<file path="src/rtl/rbm_pkg.sv">
package rbm_pkg;

    typedef enum logic {
        ACC_HIT  = 1'b0,
        ACC_MISS = 1'b1
    } acc_kind_e;

    function automatic int unsigned idx_width(input int unsigned n);
        return (n > 1) ? $clog2(n) : 1;
    endfunction

endpackage

</file>
<file path="src/rtl/rbm_open_row.sv">
module rbm_open_row
    import rbm_pkg::*;
#(
    parameter int NUM_BANKS = 8,
    parameter int ROW_W     = 14,
    localparam int BANK_W   = idx_width(NUM_BANKS)
) (
    input  logic              clk,
    input  logic              rst_n,
    input  logic              req_valid,
    input  logic [BANK_W-1:0] req_bank,
    input  logic [ROW_W-1:0]  req_row,
    output acc_kind_e         kind_o
);

    typedef struct packed {
        logic [NUM_BANKS-1:0]            open;
        logic [NUM_BANKS-1:0][ROW_W-1:0] row;
    } orow_t;

    orow_t st_d, st_q;

    always_comb begin
        st_d   = st_q;
        kind_o = (st_q.open[req_bank] && (st_q.row[req_bank] == req_row)) ? ACC_HIT : ACC_MISS;
        if (req_valid) begin
            st_d.open[req_bank] = 1'b1;
            st_d.row[req_bank]  = req_row;
        end
    end

    always_ff @(posedge clk or negedge rst_n) begin
        if (!rst_n) begin
            st_q <= '0;
        end else begin
            st_q <= st_d;
        end
    end

endmodule

</file>
<file path="src/rtl/rbm_track_table.sv">
module rbm_track_table
    import rbm_pkg::*;
#(
    parameter int KEY_W   = 17,
    parameter int TRACK_N = 16,
    parameter int CNT_W   = 4,
    localparam int IDX_W  = idx_width(TRACK_N)
) (
    input  logic             clk,
    input  logic             rst_n,
    input  logic             acc_valid,
    input  acc_kind_e        acc_kind,
    input  logic [KEY_W-1:0] acc_key,
    input  logic [CNT_W-1:0] thr_i,
    input  logic             slot_free_i,
    input  logic             clear_i,
    output logic             fire_o,
    output logic [CNT_W-1:0] fire_cnt_o
);

    localparam logic [CNT_W-1:0] CNT_MAX = {CNT_W{1'b1}};
    localparam logic [IDX_W-1:0] LRU_RANK = IDX_W'(TRACK_N - 1);

    typedef struct packed {
        logic [TRACK_N-1:0]            valid;
        logic [TRACK_N-1:0][KEY_W-1:0] key;
        logic [TRACK_N-1:0][CNT_W-1:0] cnt;
        logic [TRACK_N-1:0][IDX_W-1:0] rank;   // 0 = most recently used
    } tab_t;

    tab_t st_d, st_q;

    logic [TRACK_N-1:0] match;
    logic               hit_any;
    logic [IDX_W-1:0]   hit_idx;
    logic [IDX_W-1:0]   free_idx;
    logic [IDX_W-1:0]   lru_idx;
    logic [IDX_W-1:0]   victim;
    logic [IDX_W-1:0]   tidx;
    logic [IDX_W-1:0]   old_rank;
    logic [CNT_W-1:0]   cur_cnt;
    logic [CNT_W-1:0]   cnt_new;
    logic               is_miss;
    logic               touch;

    for (genvar g = 0; g < TRACK_N; g++) begin : g_cmp
        assign match[g] = st_q.valid[g] && (st_q.key[g] == acc_key);
    end

    always_comb begin
        hit_any  = |match;
        hit_idx  = '0;
        free_idx = '0;
        lru_idx  = '0;
        for (int i = TRACK_N - 1; i >= 0; i--) begin
            if (match[i])          hit_idx  = IDX_W'(i);
            if (!st_q.valid[i])    free_idx = IDX_W'(i);
            if (st_q.rank[i] == LRU_RANK) lru_idx = IDX_W'(i);
        end
        victim  = (&st_q.valid) ? lru_idx : free_idx;
        cur_cnt = st_q.cnt[hit_idx];
        cnt_new = hit_any ? ((cur_cnt == CNT_MAX) ? CNT_MAX : cur_cnt + 1'b1) : CNT_W'(1);
        is_miss = acc_valid && (acc_kind == ACC_MISS);
        fire_o  = is_miss && (cnt_new >= thr_i) && slot_free_i;
        fire_cnt_o = cnt_new;

        // recency refresh: any access to a tracked row, or a new allocation
        touch = acc_valid && (hit_any || (is_miss && !fire_o));
        tidx  = hit_any ? hit_idx : victim;
        old_rank = st_q.rank[tidx];

        st_d = st_q;
        if (touch) begin
            for (int i = 0; i < TRACK_N; i++) begin
                if (st_q.rank[i] < old_rank) st_d.rank[i] = st_q.rank[i] + 1'b1;
            end
            st_d.rank[tidx] = '0;
        end
        if (is_miss) begin
            if (hit_any) begin
                st_d.cnt[hit_idx]   = cnt_new;
                st_d.valid[hit_idx] = !fire_o;
            end else if (!fire_o) begin
                st_d.key[victim]   = acc_key;
                st_d.cnt[victim]   = cnt_new;
                st_d.valid[victim] = 1'b1;
            end
        end
        if (clear_i) begin
            st_d.valid = '0;
        end
    end

    always_ff @(posedge clk or negedge rst_n) begin
        if (!rst_n) begin
            st_q.valid <= '0;
            st_q.key   <= '0;
            st_q.cnt   <= '0;
            for (int i = 0; i < TRACK_N; i++) begin
                st_q.rank[i] <= IDX_W'(i);
            end
        end else begin
            st_q <= st_d;
        end
    end

endmodule

</file>
<file path="src/rtl/rbm_thresh_ctl.sv">
module rbm_thresh_ctl #(
    parameter int CNT_W         = 4,
    parameter int THR_INIT      = 4,
    parameter int INTERVAL_CYC  = 4096,
    parameter int CLEAR_CYC     = 16384,
    parameter int SLOW_MISS_LAT = 48,
    parameter int FAST_MISS_LAT = 16,
    parameter int MIG_COST      = 256
) (
    input  logic             clk,
    input  logic             rst_n,
    input  logic             mig_fire_i,
    input  logic [CNT_W-1:0] mig_cnt_i,
    output logic [CNT_W-1:0] thr_o,
    output logic             clear_o,
    output logic             ivl_end_o
);

    localparam int SAVE     = SLOW_MISS_LAT - FAST_MISS_LAT;
    localparam int IT_W     = $clog2(INTERVAL_CYC + 1);
    localparam int CT_W     = $clog2(CLEAR_CYC + 1);
    localparam int BEN_MAX  = INTERVAL_CYC * ((1 << CNT_W) - 1) * SAVE;
    localparam int COST_MAX = INTERVAL_CYC * MIG_COST;
    localparam int STAT_W   = $clog2(((BEN_MAX > COST_MAX) ? BEN_MAX : COST_MAX) + 1);
    localparam logic [CNT_W-1:0] THR_MAX = {CNT_W{1'b1}};
    localparam logic [CNT_W-1:0] THR_MIN = CNT_W'(1);

    typedef struct packed {
        logic [IT_W-1:0]   ivl_t;
        logic [CT_W-1:0]   clr_t;
        logic [CNT_W-1:0]  thr;
        logic [STAT_W-1:0] ben;
        logic [STAT_W-1:0] cost;
    } ctl_t;

    ctl_t st_d, st_q;

    logic [STAT_W-1:0] ben_add;
    logic [STAT_W-1:0] cost_add;

    always_comb begin
        ivl_end_o = (st_q.ivl_t == IT_W'(INTERVAL_CYC - 1));
        clear_o   = (st_q.clr_t == CT_W'(CLEAR_CYC - 1));
        ben_add   = mig_fire_i ? STAT_W'(mig_cnt_i) * STAT_W'(SAVE) : '0;
        cost_add  = mig_fire_i ? STAT_W'(MIG_COST) : '0;
        thr_o     = st_q.thr;

        st_d       = st_q;
        st_d.ivl_t = ivl_end_o ? '0 : st_q.ivl_t + 1'b1;
        st_d.clr_t = clear_o   ? '0 : st_q.clr_t + 1'b1;
        if (ivl_end_o) begin
            if (st_q.ben < st_q.cost) begin
                st_d.thr = (st_q.thr == THR_MAX) ? THR_MAX : st_q.thr + 1'b1;
            end else begin
                st_d.thr = (st_q.thr <= THR_MIN) ? THR_MIN : st_q.thr - 1'b1;
            end
            st_d.ben  = ben_add;
            st_d.cost = cost_add;
        end else begin
            st_d.ben  = st_q.ben + ben_add;
            st_d.cost = st_q.cost + cost_add;
        end
    end

    always_ff @(posedge clk or negedge rst_n) begin
        if (!rst_n) begin
            st_q     <= '0;
            st_q.thr <= CNT_W'(THR_INIT);
        end else begin
            st_q <= st_d;
        end
    end

endmodule

</file>
<file path="src/rtl/rbm_migrate_unit.sv">
module rbm_migrate_unit
    import rbm_pkg::*;
#(
    parameter int NUM_BANKS     = 8,
    parameter int ROW_W         = 14,
    parameter int TRACK_N       = 16,
    parameter int CNT_W         = 4,
    parameter int THR_INIT      = 4,
    parameter int INTERVAL_CYC  = 4096,
    parameter int CLEAR_CYC     = 16384,
    parameter int SLOW_MISS_LAT = 48,
    parameter int FAST_MISS_LAT = 16,
    parameter int MIG_COST      = 256,
    parameter int GRAN_BITS     = 10,
    localparam int BANK_W       = idx_width(NUM_BANKS),
    localparam int KEY_W        = BANK_W + ROW_W,
    localparam int ADDR_W       = KEY_W + GRAN_BITS
) (
    input  logic              clk,
    input  logic              rst_n,
    input  logic              req_valid,
    input  logic [BANK_W-1:0] req_bank,
    input  logic [ROW_W-1:0]  req_row,
    output logic              mig_valid,
    input  logic              mig_ready,
    output logic [ADDR_W-1:0] mig_addr
);

    typedef struct packed {
        logic              valid;
        logic [ADDR_W-1:0] addr;
    } mig_t;

    mig_t             mig_d, mig_q;
    acc_kind_e        kind;
    logic [KEY_W-1:0] key;
    logic [CNT_W-1:0] thr_w;
    logic [CNT_W-1:0] fire_cnt;
    logic             fire;
    logic             clear_w;
    logic             ivl_end_w;
    logic             slot_free;

    assign key       = {req_bank, req_row};
    assign slot_free = !mig_q.valid || mig_ready;

    rbm_open_row #(
        .NUM_BANKS (NUM_BANKS),
        .ROW_W     (ROW_W)
    ) u_open_row (
        .clk       (clk),
        .rst_n     (rst_n),
        .req_valid (req_valid),
        .req_bank  (req_bank),
        .req_row   (req_row),
        .kind_o    (kind)
    );

    rbm_track_table #(
        .KEY_W   (KEY_W),
        .TRACK_N (TRACK_N),
        .CNT_W   (CNT_W)
    ) u_table (
        .clk         (clk),
        .rst_n       (rst_n),
        .acc_valid   (req_valid),
        .acc_kind    (kind),
        .acc_key     (key),
        .thr_i       (thr_w),
        .slot_free_i (slot_free),
        .clear_i     (clear_w),
        .fire_o      (fire),
        .fire_cnt_o  (fire_cnt)
    );

    rbm_thresh_ctl #(
        .CNT_W         (CNT_W),
        .THR_INIT      (THR_INIT),
        .INTERVAL_CYC  (INTERVAL_CYC),
        .CLEAR_CYC     (CLEAR_CYC),
        .SLOW_MISS_LAT (SLOW_MISS_LAT),
        .FAST_MISS_LAT (FAST_MISS_LAT),
        .MIG_COST      (MIG_COST)
    ) u_thresh (
        .clk        (clk),
        .rst_n      (rst_n),
        .mig_fire_i (fire),
        .mig_cnt_i  (fire_cnt),
        .thr_o      (thr_w),
        .clear_o    (clear_w),
        .ivl_end_o  (ivl_end_w)
    );

    always_comb begin
        mig_d = mig_q;
        if (fire) begin
            mig_d.valid = 1'b1;
            mig_d.addr  = {key, {GRAN_BITS{1'b0}}};
        end else if (mig_ready) begin
            mig_d.valid = 1'b0;
        end
    end

    always_ff @(posedge clk or negedge rst_n) begin
        if (!rst_n) begin
            mig_q <= '0;
        end else begin
            mig_q <= mig_d;
        end
    end

    assign mig_valid = mig_q.valid;
    assign mig_addr  = mig_q.addr;

endmodule

</file>
<file path="config.mk">
export PLATFORM = sky130hd
export DESIGN_NAME = rbm_migrate_unit
export DESIGN_NICKNAME = d
export VERILOG_FILES = /design/src/rtl/rbm_pkg.sv /design/src/rtl/rbm_open_row.sv /design/src/rtl/rbm_track_table.sv /design/src/rtl/rbm_thresh_ctl.sv /design/src/rtl/rbm_migrate_unit.sv
export SDC_FILE = /design/constraint.sdc
export NUM_CORES = 2
export LEC_CHECK = 0
export BUFFER_PORTS_ARGS = -buffer_cell sky130_fd_sc_hd__buf_2
export CAP_MARGIN = 0
export CORE_MARGIN = 10
export CORE_UTILIZATION = 40
export CTS_CLUSTER_DIAMETER = 60
export CTS_CLUSTER_SIZE = 20
export DETAILED_ROUTE_END_ITERATION = 12
export SYNTH_ARGS = -nofsm -noshare
export SYNTH_HDL_FRONTEND = slang
export SYNTH_HIERARCHICAL = 1
export SYNTH_SLANG_ARGS = --single-unit
</file>
<file path="constraint.sdc">
create_clock -name clk -period 16.6 [get_ports clk]
set_clock_uncertainty 0.2 [all_clocks]
set_input_delay 0.83 -clock clk [delete_from_list [all_inputs] [get_ports clk]]
set_output_delay 0.83 -clock clk [all_outputs]
set_load 0.005 [all_outputs]
</file>
==> results by group <==
Placement
  – IO Port Bufs: 38
  – Placer Congestion: 0.963
  – Placed Instances: 4,257
  – Post-DP Area: 35,900 um^2
  – HPWL after DPL: 61,300 um
  – Dpl ws: 6930 ps

Timing
  – Post-route setup slack: 7450 ps
  – Final setup violation count: 0
  – Max Fclk: 109 MHz
  – Final Hold Fails: 0
  – RSZ-0062 raised after global routing: no
  – Final min period: 9150 ps
  – Final count of pins violating max slew: 0
  – Setup_tns: 0 ps
  – Worst-margin pin slew: 1080 ps
  – Max transition margin: 27.5%
  – Final period util: 55.1%

Global route
  – First-pass GRT wire length: 146,000 um
  – Vias in the first global route: 24,713
  – Total track usage: 18.3%
  – Pin count of the biggest net entering global routing: 158
  – Global route total overflow: 0
  – Antenna violations before repair: 1

Power
  – Int Power: 3.43 mW
  – Leak: 16.1 nW
  – Clock network fraction of design power: 25.0%
  – Sw frac: 37.5%
  – Net Switching: 2.06 mW
  – Worst vdd ir: 0.0000877 V
  – Pwr/cell area: 145 nW/um^2
  – Combinational power share: 36.6%
  – Flop pwr share: 38.4%

Synth
  – Synthesis-stage register bit count: 615
  – Netlist cell types: 112
  – Mapped Cells: 3,189
  – Top_reg_cell synth: dfrtp_1
  – Post-Syn Area per Cell: 11.0 um^2
  – Synth warn: 6
  – Number of synthesized flops with an enable pin: 0
  – Async SR Flop Fraction: 100%
  – Synthesized area: 34,900 um^2
  – Sequential share of the synthesized area: 44.2%

Floorplanning
  – # rows: 108
  – Die Width: 316 um
  – Die area: 99,500 um^2
  – DIE HEIGHT: 316 um
  – Core area: 86,800 um^2
  – I/O Pins: 49
  – Initial Utilization: 40.3%

Worst setup path
  – Worst path required time: 16,840 ps
  – Worst Path Arrival: 9390 ps
  – CP max stage delay: 810 ps
  – Crit path buf inv count: 5
  – Slowest CP cell: a21oi_1
  – Startpoint types: input pin
  – WS Path Type: input pin to flip-flop
  – Top delay family on crit path: simple AND/OR/NAND/NOR gates
  – Worst-path maximum fanout: 47
  – Worst Setup End Kind: flip-flop

Drt
  – Drt total wl: 92,300 um
  – First DRT Iteration DRCs: 1,865
  – Drc violations: 0
  – Drt pass-1 iters: 8
  – DR top layer: met5
  – DRT antenna net count: 0
  – Routed vias/inst: 5.68
  – WL/cell: 21.2 um
  – Met2 Wirelength: 42,400 um
  – Post-Route M1 WL: 42,900 um
  – DR vias: 24,732
  – Met3 wire len: 4670 um

Clock network
  – Post-cts repair resize count: 0
  – TritonCTS Buffers: 53
  – Skew-Pair Late Insertion Delay: 660 ps
  – Clock Path Buffers: 3
  – CTS H-Tree Depth: 2
  – CTS tree: built
  – Clock root buffer: clkbuf_16
  – CTS clock-pin slew for the worst setup and hold paths: 60 ps
  – CTS sink count: 615
  – Post-CTS Setup Inserts: 0
  – Cts hold-fix bufs: 0

Final layout
  – Fin cells: 4,354
  – Sequential cell area: 15,400 um^2
  – Multi-input gate area: 18,300 um^2
  – Antenna diodes: 0
  – Share of layout cells above drive strength 1: 22.9%
  – Final nets: 3,272
  – Post-Layout Inst Area: 37,800 um^2
  – FILL cells: 8,335
  – Fin util: 43.6%
  – Area grow syn2layout: 8.31%

Worst hold path
  – Worst min path class: input pin to asynchronous set/reset pin

Run
  – Max-cap violation count: 0

Status
  – Status: complete, no violations
[kinds of logic after synthesis]
family                     Yosys count  synth area share [%]
AOI/OAI and AO/OA                  468                  8.92
xor gates and xnor gates           338                  8.52
adders and majority gates           94                  3.39
buffers and inverters              238                  3.84
DFF                                615                  44.2
muxes                              493                  16.4
other                                1                0.0107
and+or+nand+nor                    942                  14.7
[area by class of cell]
cell class	instances	share of cell area (%)
Clock buffer	58	3.61
Clock inverter	39	1.41
Sequential cell	615	40.8
Multi-Input combinational cell	2345	48.2
Inverter	50	0.496
Tap cell	1155	3.82
Timing Repair Buffer	92	1.65
[metal layers]
| layer | global-route usage (%) | vias up |
|---|---|---|
| met4 | 4.57 | 2 |
| met3 | 2.64 | 134 |
| met5 | 0 | - |
| met2 | 29.5 | 577 |
| met1 | 25.6 | 12512 |
| li1 | - | 11507 |
[registers in the layout, summed over array words and instances, names as in the netlist]
register,count
u_table/st_q,416
u_open_row/st_q,120
u_thresh/st_q,57
mig_addr,17
u_thresh/thr_o,4
mig_valid,1
[final timing paths]
path                       slack, ps                               end  cells past startpoint                             start
hold reg to reg                  260  u_open_row/st_q[117]$_DFFE_PN0P_                      1  u_open_row/st_q[117]$_DFFE_PN0P_
setup / recovery                7450       u_thresh/st_q[40]$_DFF_PN0_                     33                       req_bank[0]
hold / removal                    50       u_thresh/st_q[17]$_DFF_PN0_                      1                             rst_n
max in group asynchronous      13960  u_open_row/st_q[101]$_DFFE_PN0P_                      3                             rst_n
min in group clk                 260  u_open_row/st_q[117]$_DFFE_PN0P_                      1  u_open_row/st_q[117]$_DFFE_PN0P_
setup reg to reg                8400       u_thresh/st_q[40]$_DFF_PN0_                     31     u_table/st_q[391]$_DFFE_PN0P_
[per-stage QoR]
step / hold slack (ps) / total power, mW
2_1_floorplan: 229 / 3.59
3_3_place_gp: 246 / 4.08
3_5_place_dp: 248 / 4.13
4_1_cts: 62.6 / 5.52
5_1_grt: 93.3 / 5.88
6_report: 46.1 / 5.49
[synth_stat cells, drive strengths merged, types with 42 or more instances]
master  number  share of area [%]
nor2       180                1.9
ha          93                3.3
o21ai      149                2.2
mux2       423                 14
nand2      195                2.1
clkbuf      76               0.83
nand2b      42               0.75
nand3       64               0.92
buf        112                2.5
nand4      150                2.8
nor3        70                1.1
dfrtp      582                 42
xor2        73                1.8
mux2i       51                1.5
inv         50               0.54
xnor2      265                6.7
a21oi       92                1.3
[power groups by stage]
stage                     clock [mW]  combinational, mW  sequential [mW]
after CTS                       1.41               2.01             2.10
after floorplan                    0               1.56             2.03
final                           1.37               2.01             2.11
after global placement             0               1.96             2.12
after global routing            1.47               2.26             2.15
after detailed placement           0               2.00             2.13
[worst reg2reg max path: cells and delay by family, from the launching register on]
kind | cells | cell delay [ps]
fa+ha+maj | 3 | 840
compound gates | 10 | 2600
flops | 1 | 400
simple gates | 13 | 3020
buf+inv | 3 | 550
xor+xnor | 2 | 400
[cells in the final DEF, fill, tap and decap left out, types with 17 or more instances in the layout]
cell type	netlist	layout
dfrtp_1	582	582
mux2_2	412	412
xnor2_1	263	263
nand2_1	194	194
nor2_1	178	178
nand4_1	145	145
o21ai_0	144	144
ha_1	93	93
a21oi_1	92	91
xor2_1	73	73
nand3_1	64	64
nor3_1	66	62
buf_4	26	55
clkbuf_16	0	53
mux2i_1	51	51
inv_1	49	49
nand2b_1	42	42
and2_1	38	38
buf_2	30	35
dfstp_2	33	33
or3_1	31	31
and3_1	25	25
or2_2	21	21
a211oi_1	21	21
a2111o_1	20	20
o31ai_1	19	19
nor2b_1	18	18
o22ai_1	18	18
o211ai_1	18	18
mux4_2	17	17
nor4_1	17	17
(Power assumes the default switching activity.)
